[config.mk]
export PLATFORM = sky130hd
export DESIGN_NAME = rs_group
export DESIGN_NICKNAME = d
export VERILOG_FILES = /design/src/rtl/rs_pkg.sv /design/src/rtl/rs_lowest_pick.sv /design/src/rtl/rs_entry.sv /design/src/rtl/rs_group.sv
export SDC_FILE = /design/constraint.sdc
export NUM_CORES = 1
export LEC_CHECK = 0
export BUFFER_PORTS_ARGS = -buffer_cell sky130_fd_sc_hd__buf_2
export CAP_MARGIN = 25
export CORE_MARGIN = 5
export CORE_UTILIZATION = 35
export DETAILED_ROUTE_END_ITERATION = 12
export PLACE_DENSITY = 0.6
export SLEW_MARGIN = 20
export SYNTH_ARGS = -nofsm -noshare
export SYNTH_HDL_FRONTEND = slang
export SYNTH_SLANG_ARGS = --single-unit
export TNS_END_PERCENT = 100
[constraint.sdc]
create_clock -name clk_i -period 2.25 [get_ports clk_i]
set_input_delay 0.45 -clock clk_i [delete_from_list [all_inputs] [get_ports clk_i]]
set_output_delay 0.45 -clock clk_i [all_outputs]
set_load 0.1 [all_outputs]
[src/rtl/rs_pkg.sv]
package rs_pkg;
  localparam int unsigned RS_TAG_W  = 4;
  localparam int unsigned RS_DATA_W = 64;

  typedef logic [RS_TAG_W-1:0]  tag_t;
  typedef logic [RS_DATA_W-1:0] data_t;

  // tag == 0 means val is valid
  typedef struct packed {
    tag_t  tag;
    data_t val;
  } operand_t;

  function automatic operand_t snoop(operand_t o, logic bus_v, tag_t bus_tag, data_t bus_data);
    operand_t r;
    r = o;
    if (bus_v && (o.tag != '0) && (o.tag == bus_tag)) begin
      r.tag = '0;
      r.val = bus_data;
    end
    return r;
  endfunction
endpackage

[src/rtl/rs_lowest_pick.sv]
module rs_lowest_pick #(
  parameter int unsigned N     = 3,
  localparam int unsigned IDX_W = (N > 1) ? $clog2(N) : 1
) (
  input  logic [N-1:0]     req_i,
  output logic [N-1:0]     gnt_o,
  output logic             any_o,
  output logic [IDX_W-1:0] idx_o
);
  logic [N:0] seen;
  assign seen[0] = 1'b0;

  for (genvar i = 0; i < N; i++) begin : g_chain
    assign gnt_o[i]  = req_i[i] & ~seen[i];
    assign seen[i+1] = seen[i] | req_i[i];
  end

  assign any_o = seen[N];

  always_comb begin
    idx_o = '0;
    for (int i = N - 1; i >= 0; i--) begin
      if (req_i[i]) idx_o = IDX_W'(i);
    end
  end
endmodule

[src/rtl/rs_entry.sv]
module rs_entry
  import rs_pkg::*;
#(
  parameter int unsigned OP_W   = 4,
  parameter int unsigned DST_W  = 5,
  parameter tag_t        MY_TAG = tag_t'(1)
) (
  input  logic             clk_i,
  input  logic             rst_ni,
  input  logic             alloc_i,
  input  logic [OP_W-1:0]  op_i,
  input  logic [DST_W-1:0] dst_i,
  input  operand_t         a_i,
  input  operand_t         b_i,
  input  logic             cdb_valid_i,
  input  tag_t             cdb_tag_i,
  input  data_t            cdb_data_i,
  input  logic             fire_i,
  output logic             busy_o,
  output logic             ready_o,
  output logic [OP_W-1:0]  op_o,
  output logic [DST_W-1:0] dst_o,
  output data_t            a_o,
  output data_t            b_o
);
  logic             busy_q, started_q;
  logic [OP_W-1:0]  op_q;
  logic [DST_W-1:0] dst_q;
  operand_t         a_q, b_q;
  logic             own_result;

  assign own_result = cdb_valid_i && (cdb_tag_i == MY_TAG);

  always_ff @(posedge clk_i or negedge rst_ni) begin
    if (!rst_ni) begin
      busy_q    <= 1'b0;
      started_q <= 1'b0;
      op_q      <= '0;
      dst_q     <= '0;
      a_q       <= '0;
      b_q       <= '0;
    end else if (alloc_i) begin
      busy_q    <= 1'b1;
      started_q <= 1'b0;
      op_q      <= op_i;
      dst_q     <= dst_i;
      a_q       <= snoop(a_i, cdb_valid_i, cdb_tag_i, cdb_data_i);
      b_q       <= snoop(b_i, cdb_valid_i, cdb_tag_i, cdb_data_i);
    end else begin
      a_q <= snoop(a_q, cdb_valid_i, cdb_tag_i, cdb_data_i);
      b_q <= snoop(b_q, cdb_valid_i, cdb_tag_i, cdb_data_i);
      if (fire_i) started_q <= 1'b1;
      if (busy_q && started_q && own_result) busy_q <= 1'b0;
    end
  end

  assign busy_o  = busy_q;
  assign ready_o = busy_q && !started_q && (a_q.tag == '0) && (b_q.tag == '0);
  assign op_o    = op_q;
  assign dst_o   = dst_q;
  assign a_o     = a_q.val;
  assign b_o     = b_q.val;

  p_alloc_idle_r1: assert property (@(posedge clk_i) disable iff (!rst_ni)
    alloc_i |-> !busy_q);

  p_fire_ready_r3: assert property (@(posedge clk_i) disable iff (!rst_ni)
    fire_i |-> (busy_q && !started_q && a_q.tag == '0 && b_q.tag == '0));

  p_capture_a_r4: assert property (@(posedge clk_i) disable iff (!rst_ni)
    (busy_q && !alloc_i && a_q.tag != '0 && cdb_valid_i && cdb_tag_i == a_q.tag)
    |=> (a_q.tag == '0 && a_q.val == $past(cdb_data_i)));

  p_capture_b_r4: assert property (@(posedge clk_i) disable iff (!rst_ni)
    (busy_q && !alloc_i && b_q.tag != '0 && cdb_valid_i && cdb_tag_i == b_q.tag)
    |=> (b_q.tag == '0 && b_q.val == $past(cdb_data_i)));

  p_hold_a_r10: assert property (@(posedge clk_i) disable iff (!rst_ni)
    (busy_q && !alloc_i && a_q.tag != '0 && !(cdb_valid_i && cdb_tag_i == a_q.tag))
    |=> $stable(a_q));

  p_bypass_a_r5: assert property (@(posedge clk_i) disable iff (!rst_ni)
    (alloc_i && a_i.tag != '0 && cdb_valid_i && cdb_tag_i == a_i.tag)
    |=> (a_q.tag == '0 && a_q.val == $past(cdb_data_i)));

  p_free_r6: assert property (@(posedge clk_i) disable iff (!rst_ni)
    (busy_q && started_q && own_result && !alloc_i) |=> !busy_q);
endmodule

[src/rtl/rs_group.sv]
module rs_group
  import rs_pkg::*;
#(
  parameter int unsigned N_STATIONS = 3,
  parameter int unsigned OP_W       = 4,
  parameter int unsigned DST_W      = 5
) (
  input  logic                 clk_i,
  input  logic                 rst_ni,
  input  logic                 issue_valid_i,
  output logic                 issue_ready_o,
  input  logic [OP_W-1:0]      issue_op_i,
  input  logic [DST_W-1:0]     issue_dst_i,
  input  logic [RS_TAG_W-1:0]  issue_a_tag_i,
  input  logic [RS_DATA_W-1:0] issue_a_val_i,
  input  logic [RS_TAG_W-1:0]  issue_b_tag_i,
  input  logic [RS_DATA_W-1:0] issue_b_val_i,
  output logic [RS_TAG_W-1:0]  issue_tag_o,
  input  logic                 cdb_valid_i,
  input  logic [RS_TAG_W-1:0]  cdb_tag_i,
  input  logic [RS_DATA_W-1:0] cdb_data_i,
  output logic                 disp_valid_o,
  output logic [OP_W-1:0]      disp_op_o,
  output logic [DST_W-1:0]     disp_dst_o,
  output logic [RS_DATA_W-1:0] disp_a_o,
  output logic [RS_DATA_W-1:0] disp_b_o,
  output logic [RS_TAG_W-1:0]  disp_tag_o
);
  localparam int unsigned IDX_W = (N_STATIONS > 1) ? $clog2(N_STATIONS) : 1;

  initial begin
    if (N_STATIONS >= (1 << RS_TAG_W)) $error("station tags exceed tag space");
  end

  logic [N_STATIONS-1:0] busy_vec, ready_vec, alloc_vec, fire_vec, free_gnt;
  logic                  any_free, any_ready;
  logic [IDX_W-1:0]      free_idx, disp_idx;

  logic [OP_W-1:0]  st_op  [N_STATIONS];
  logic [DST_W-1:0] st_dst [N_STATIONS];
  data_t            st_a   [N_STATIONS];
  data_t            st_b   [N_STATIONS];

  operand_t in_a, in_b;
  assign in_a = '{tag: issue_a_tag_i, val: issue_a_val_i};
  assign in_b = '{tag: issue_b_tag_i, val: issue_b_val_i};

  rs_lowest_pick #(.N(N_STATIONS)) u_free_pick (
    .req_i (~busy_vec),
    .gnt_o (free_gnt),
    .any_o (any_free),
    .idx_o (free_idx)
  );

  rs_lowest_pick #(.N(N_STATIONS)) u_disp_pick (
    .req_i (ready_vec),
    .gnt_o (fire_vec),
    .any_o (any_ready),
    .idx_o (disp_idx)
  );

  assign issue_ready_o = any_free;
  assign issue_tag_o   = tag_t'(free_idx) + tag_t'(1);
  assign alloc_vec     = (issue_valid_i && any_free) ? free_gnt : '0;

  for (genvar i = 0; i < N_STATIONS; i++) begin : g_st
    rs_entry #(
      .OP_W   (OP_W),
      .DST_W  (DST_W),
      .MY_TAG (tag_t'(i + 1))
    ) u_entry (
      .clk_i       (clk_i),
      .rst_ni      (rst_ni),
      .alloc_i     (alloc_vec[i]),
      .op_i        (issue_op_i),
      .dst_i       (issue_dst_i),
      .a_i         (in_a),
      .b_i         (in_b),
      .cdb_valid_i (cdb_valid_i),
      .cdb_tag_i   (cdb_tag_i),
      .cdb_data_i  (cdb_data_i),
      .fire_i      (fire_vec[i]),
      .busy_o      (busy_vec[i]),
      .ready_o     (ready_vec[i]),
      .op_o        (st_op[i]),
      .dst_o       (st_dst[i]),
      .a_o         (st_a[i]),
      .b_o         (st_b[i])
    );
  end

  assign disp_valid_o = any_ready;
  assign disp_op_o    = st_op[disp_idx];
  assign disp_dst_o   = st_dst[disp_idx];
  assign disp_a_o     = st_a[disp_idx];
  assign disp_b_o     = st_b[disp_idx];
  assign disp_tag_o   = tag_t'(disp_idx) + tag_t'(1);

  p_one_alloc_r1: assert property (@(posedge clk_i) disable iff (!rst_ni)
    $onehot0(alloc_vec));

  p_stall_r1: assert property (@(posedge clk_i) disable iff (!rst_ni)
    (issue_valid_i && !issue_ready_o) |-> (alloc_vec == '0));

  p_one_fire_r7: assert property (@(posedge clk_i) disable iff (!rst_ni)
    $onehot0(fire_vec));

  p_lowest_r7: assert property (@(posedge clk_i) disable iff (!rst_ni)
    (fire_vec != '0) |-> ((ready_vec & (fire_vec - 1'b1)) == '0));

  p_disp_tag_r9: assert property (@(posedge clk_i) disable iff (!rst_ni)
    disp_valid_o |-> (disp_tag_o != '0 && disp_tag_o <= tag_t'(N_STATIONS)));
endmodule

-- Word level (Yosys, flattened, before mapping)
Index checks and enable logic that the tools add are counted.
W data, S select, Z words.
- register bits: 441
- latch bits: 0
- bits in writable memories: 0
- ROM bits: 0
- memories kept: 0
- add/subtract/negate cells: 2
- multiply operators: 0
- div/mod/pow operators: 0
- $lt $le $gt $ge: 1
- eq/ne operators: 11
- shift-type cells: 0
- muxes and demuxes: 45
- bitwise logic cells: 14
- reductions and logical operators: 64
- operator list (cell ; count):
    $mux W68 ; 14
    $bmux W64 S2 ; 2
    $mux W64 ; 4
    $logic_and A1 B1 Y1 ; 35
    $eq A4 B4 Y1 ; 8
    $reduce_bool A4 Y1 ; 8
    $logic_not A4 Y1 ; 6
    $reduce_bool A2 Y1 ; 12
    $mux W1 ; 12
    $mux W2 ; 6
    $bmux W5 S2 ; 1
    $mux W5 ; 2
    $bmux W4 S2 ; 1
    $eq A4 B2 Y1 const B ; 2
    $mux W4 ; 2
    $add A2 B1 Y3 const B ; 2
    $and A1 B1 Y1 ; 4
    $eq A4 B1 Y1 const B ; 1
    $not A1 Y1 ; 4
    $or A1 B1 Y1 ; 4
    $ge A3 B3 Y1 const B ; 1
    $logic_not A1 Y1 ; 3
    $mux W3 ; 1
    $not A2 Y3 ; 1
    $not A3 Y3 ; 1

-- Longest topological paths before layout
- depth after elaboration: 11
- gate-level depth with buffers: 9

-- By module
Synthesis repeated with hierarchy kept, for this count alone.
- cells, all modules: 4221
- area, all modules: 36937.9 µm²
- modules (own cells, without submodules) (module ; times used ; cells an instance ; area each (µm²) ; sequential area each (µm²)):
    rs_entry (g_st[1].u_entry) ; 1 ; 1292 ; 11275.8 ; 3678.5
    rs_entry (g_st[2].u_entry) ; 1 ; 1292 ; 11272.1 ; 3678.5
    rs_entry (g_st[0].u_entry) ; 1 ; 1292 ; 11254.5 ; 3678.5
    rs_group ; 1 ; 333 ; 3045.4 ; 0.0
    rs_lowest_pick ; 2 ; 6 ; 45.0 ; 0.0

-- Least setup slack after synthesis
No wires, ideal clock.
- kind: reg-to-output
- from: register g_st[1].u_entry.started_q
- to: output disp_b_o[54]
- arrival: 3.676 ns
- data required time: 1.800 ns
- slack: -1.876 ns
- stages on the path, launching flop included: 7
- path through: dfrtp_1 nor4b_1 nand3_1 a21boi_1 clkbuf_1 nor2_1 a21oi_1
- word-level cells in the longest chain between the ends: 10
- ends and longest elaborated chain (what ; line ; source):
    start, declared ; rs_entry.sv:26 ; logic busy_q, started_q;
    start signal, assigned ; rs_entry.sv:37 ; started_q <= 1'b0;
    start signal, assigned ; rs_entry.sv:44 ; started_q <= 1'b0;
    start signal, assigned ; rs_entry.sv:52 ; if (fire_i) started_q <= 1'b1;
    $logic_not A1 Y1 ; rs_entry.sv:58 ; assign ready_o = busy_q && !started_q && (a_q.tag == '0) && (b_q.tag == '0);
    $logic_and A1 B1 Y1 (3 in a row) ; rs_entry.sv:58 ;
    $mux W2 (2 in a row) ; rs_lowest_pick.sv:23 ; if (req_i[i]) idx_o = IDX_W'(i);
    $not A2 Y3 (not written as such) ; rs_group.sv:96 ; assign disp_b_o = st_b[disp_idx];
    $bmux W64 S2 ; rs_group.sv:96 ;
    $mux W64 (not written as such) (2 in a row) ; rs_group.sv:96 ;
    end, declared ; rs_group.sv:26 ; output logic [RS_DATA_W-1:0] disp_b_o,
No other way between the ends. The select of a mux whose other input is x is not followed.

-- Worst setup path after layout
- from: register g_st[2].u_entry.started_q
- to: output disp_b_o[13]
- word-level cells in the longest chain between the ends: 11
- ends and longest elaborated chain (what ; line):
    start, declared ; rs_entry.sv:26
    start signal, assigned ; rs_entry.sv:37
    start signal, assigned ; rs_entry.sv:44
    start signal, assigned ; rs_entry.sv:52
    $logic_not A1 Y1 ; rs_entry.sv:58
    $logic_and A1 B1 Y1 (3 in a row) ; rs_entry.sv:58
    $mux W2 (3 in a row) ; rs_lowest_pick.sv:23
    $not A2 Y3 (not written as such) ; rs_group.sv:96
    $bmux W64 S2 ; rs_group.sv:96
    $mux W64 (not written as such) (2 in a row) ; rs_group.sv:96
No other way between the ends. The select of a mux whose other input is x is not followed.

==> impl_results.md <==
* Outcome: complete, but fails checks
* Failing checks: negative setup slack
* CTS H-tree lvls at 2
* Ys Warns at 0
* Syn Inst Count at 2125
* Post-Syn Area at between 20000 and 25000 um2
* Cells on Worst Hold Path at 3
* Worst clock skew at 14.9 ps
* Die height at 264 um
* Fin Setup TNS at -110140 ps
* Hold Fails Final Rpt at 0
* Final setup vio count at between 100 and 150
* Die area at 69700 um2
* M1 WL at 39.2 mm
* CP Class: reg2out
* DR vias/cell at ~6.3
* Port Buf Inserts at 360
* Initial antenna violation count at 24
* Critical Path Sink Type: output pin
* First-pass GRT wire length at 142 mm
* DR DRC count at 0
* Tightest Pin Transition at 614 ps
* Tot GR Track Use at 25.7%
* Num CTS Buffers at 51
* Post-DP HPWL at 60.4 mm
* Routed Antenna Nets at 0
* Clock transition at path regs at 60 ps
* DRT iter0 DRCs at 2113
* CORE AREA at 64200 um2
* CP Max Fanout at 16
* RePlAce Congestion at 0.850
* CTS tree: built
* Site Rows at 93
* Period minus WS final at 3090 ps
* CP peak stage delay at 390 ps
* Layout cells sized above 1 at 48.0%
* Min-delay worst type: in2reg
* Drt wl/cell at 27.6 um
* CTS Root Cell: clkbuf_16
* Post-synth EDFFs at 0
* Synth Flop Type: dfrtp_1
* Met3 WL at about 7.2 mm
* DR WL met2 at 44.7 mm
* Depth of the most critical reg-to-reg path at 7
* FFs w/ async S/R, synth at 100%
* FF+latch count, synth at 441
* Slew Limit Fails at 0
* Final WS setup at -844 ps
* Non-Filler Instances at approximately 3400
* Starting Density at 35.2%
* GR Overflow Total at 0
* Max clock buf depth at 3
* Fin crit share at 138%
* Nets at 2702
* DR vias at 21200
* Router iterations before antenna repair at 7
* Average size of a mapped cell at between 10 and 15 um2
* Largest net degree at the start of global routing at 100
* CP Launch Type: register
* Worst relative slew slack at 59.1%
* Unique masters post-synth at 38
* Slowest cell on crit path: dfrtp_1
* Seq/Total Area, Yosys at between 40 and 50%
* Critical Path RT at 1800 ps
* RSZ-0062 raised after global routing: true
* Io pins at around 360
* Clock Latency Late Sink at 590 ps
* Area Growth Syn to Fin at 45.5%
* Crit-path cells: nor4b_2 > buf_4 > nand3_4 > a21boi_4 > buf_4 > buf_12 > nor2_1 > a21oi_2 > buf_12
* Max-cap violations at 0
* Clk sink count at 441
* Wirelength, routed at 93.8 mm
* Number of global-route vias before repair at ~22000
* Arrival time at the worst endpoint at 2640 ps
* Inst Count DP at 3278
* Top Metal Used: met5
* Fmax at 0.323 GHz
* Die X at 264 um
[cell type report]
type                    count  area [um2]
clock buffers              71        1490
clock inverters            23         275
inverters                   3        11.3
flip-flops and latches    441       11000
well taps                 855        1070
multi-input cells        1444       12500
repair buffers            543        6420
fillers                  5544       31400
diodes                     15        37.5
[placed cells by master (no fill, tap or decap), types with 4 or more instances in the layout]
master and count:
clkbuf_16 52, or3_1 384, buf_4 91, a21oi_2 4, a21oi_4 133, diode_2 15
nand3_1 16, nand3_4 4, and2_4 4, nor2_4 51, bufinv_16 6, or2_2 6
nor3_1 7, nand2_4 9, xnor2_1 20, nor2_2 8, nor2_1 93, o221a_2 324
xor2_1 4, o221a_1 60, and4_1 6, buf_6 5, buf_12 222, clkinv_2 14
nand2_1 109, dfrtp_1 441, o22ai_1 115, mux2i_4 4, clkbuf_8 15, a22o_1 12
o22ai_2 21, o21ai_0 17, buf_2 216, clkbuf_1 6
[cells in the mapped netlist, types with 3 or more instances]
cell      number  share of area, %
dfrtp_1      441                49
or3_1        384                11
o221a_2      324                16
nor2_1       152               2.5
a21oi_1      139               3.1
o22ai_1      137               3.8
nand2_1      118               2.0
clkbuf_1     112               1.9
buf_2         83               1.8
o221a_1       60               3.0
buf_6         37               1.8
nand3_1       21              0.47
xnor2_1       20              0.78
o21ai_0       17              0.38
a22o_1        12              0.47
nor3_1         8              0.18
and4_1         6              0.23
buf_4          6              0.20
or2_2          6              0.17
and2_4         4              0.16
mux2i_4        4              0.40
nand2b_1       4              0.11
xor2_1         4              0.16
and2_1         3             0.083
inv_1          3             0.050
nor4b_1        3              0.12
[sequential cells by signal, indices dropped and copies added, names as in the netlist]
name,cells
g_st.u_entry.started_q,3
g_st.u_entry.a_q,12
g_st.u_entry.b_q,12
g_st.u_entry.dst_o,15
g_st.u_entry.op_o,12
g_st.u_entry.busy_o,3
g_st.u_entry.b_o,192
g_st.u_entry.a_o,192
[cells by family (layout without fill, tap and decap cells)]
family | after synthesis | in the layout | synth area share (%)
xor+xnor | 24 | 24 | 0.930
fa+ha+maj | 1 | 1 | 0.0554
simple gates | 713 | 713 | 16.7
other cells | 1 | 18 | 0.0166
buf+inv | 242 | 640 | 5.81
mux | 4 | 4 | 0.399
compound gates | 699 | 699 | 27.2
flops | 441 | 441 | 48.8
[worst max-delay path: cells and delay by family (launching register included)]
kind                   cells  cell delay (ps)
AO/OA/AOI/OAI              2              430
AND/OR/NAND/NOR            3              440
flip-flops                 1              390
buffers and inverters      4              780
[stage by stage]
step	cell area, um2	hold slack [ps]	worst slack [ps]	util, %
floorplan	24300	154	-502	-
global placement	30200	384	-258	47.1
finish	32900	100	-844	51.2
detailed placement	30200	386	-291	47.1
global route	32900	97.8	-945	51.2
CTS	32600	81.9	-882	50.8
[per-layer routing]
metal	vias up	GRT usage, %
met1	11000	35.2
li1	9048	-
met3	184	5.01
met4	16	8.39
met5	-	0
met2	1038	41.3
[repair_timing]
item	CTS	global route
buffers inserted	3	4
endpoints found under the hold margin	18	0
cloned	2	1
resized for setup	133	36
hold buffers	1	0
pin swaps	0	1
endpoints found under the setup margin	143	143
[final timing paths]
path                                                       startpoint                             endpoint  slack, ps
worst max-delay path            g_st[2].u_entry.started_q$_DFFE_PN0P_                         disp_b_o[13]       -840
worst min-delay path                                    issue_op_i[2]  g_st[0].u_entry.op_o[2]$_DFFE_PN0P_        100
worst max register to register     g_st[0].u_entry.busy_o$_DFFE_PN0P_   g_st[1].u_entry.b_o[0]$_DFFE_PN0P_        120
worst min register to register    g_st[0].u_entry.op_o[2]$_DFFE_PN0P_  g_st[0].u_entry.op_o[2]$_DFFE_PN0P_        480
max in group asynchronous                                      rst_ni   g_st[0].u_entry.b_o[6]$_DFFE_PN0P_       1030
min in group asynchronous                                      rst_ni  g_st[0].u_entry.b_o[57]$_DFFE_PN0P_        380
Power is left out: the tool's default activity adds up to more than one toggle a clock period on the data nets, which glitch-free logic cannot reach.
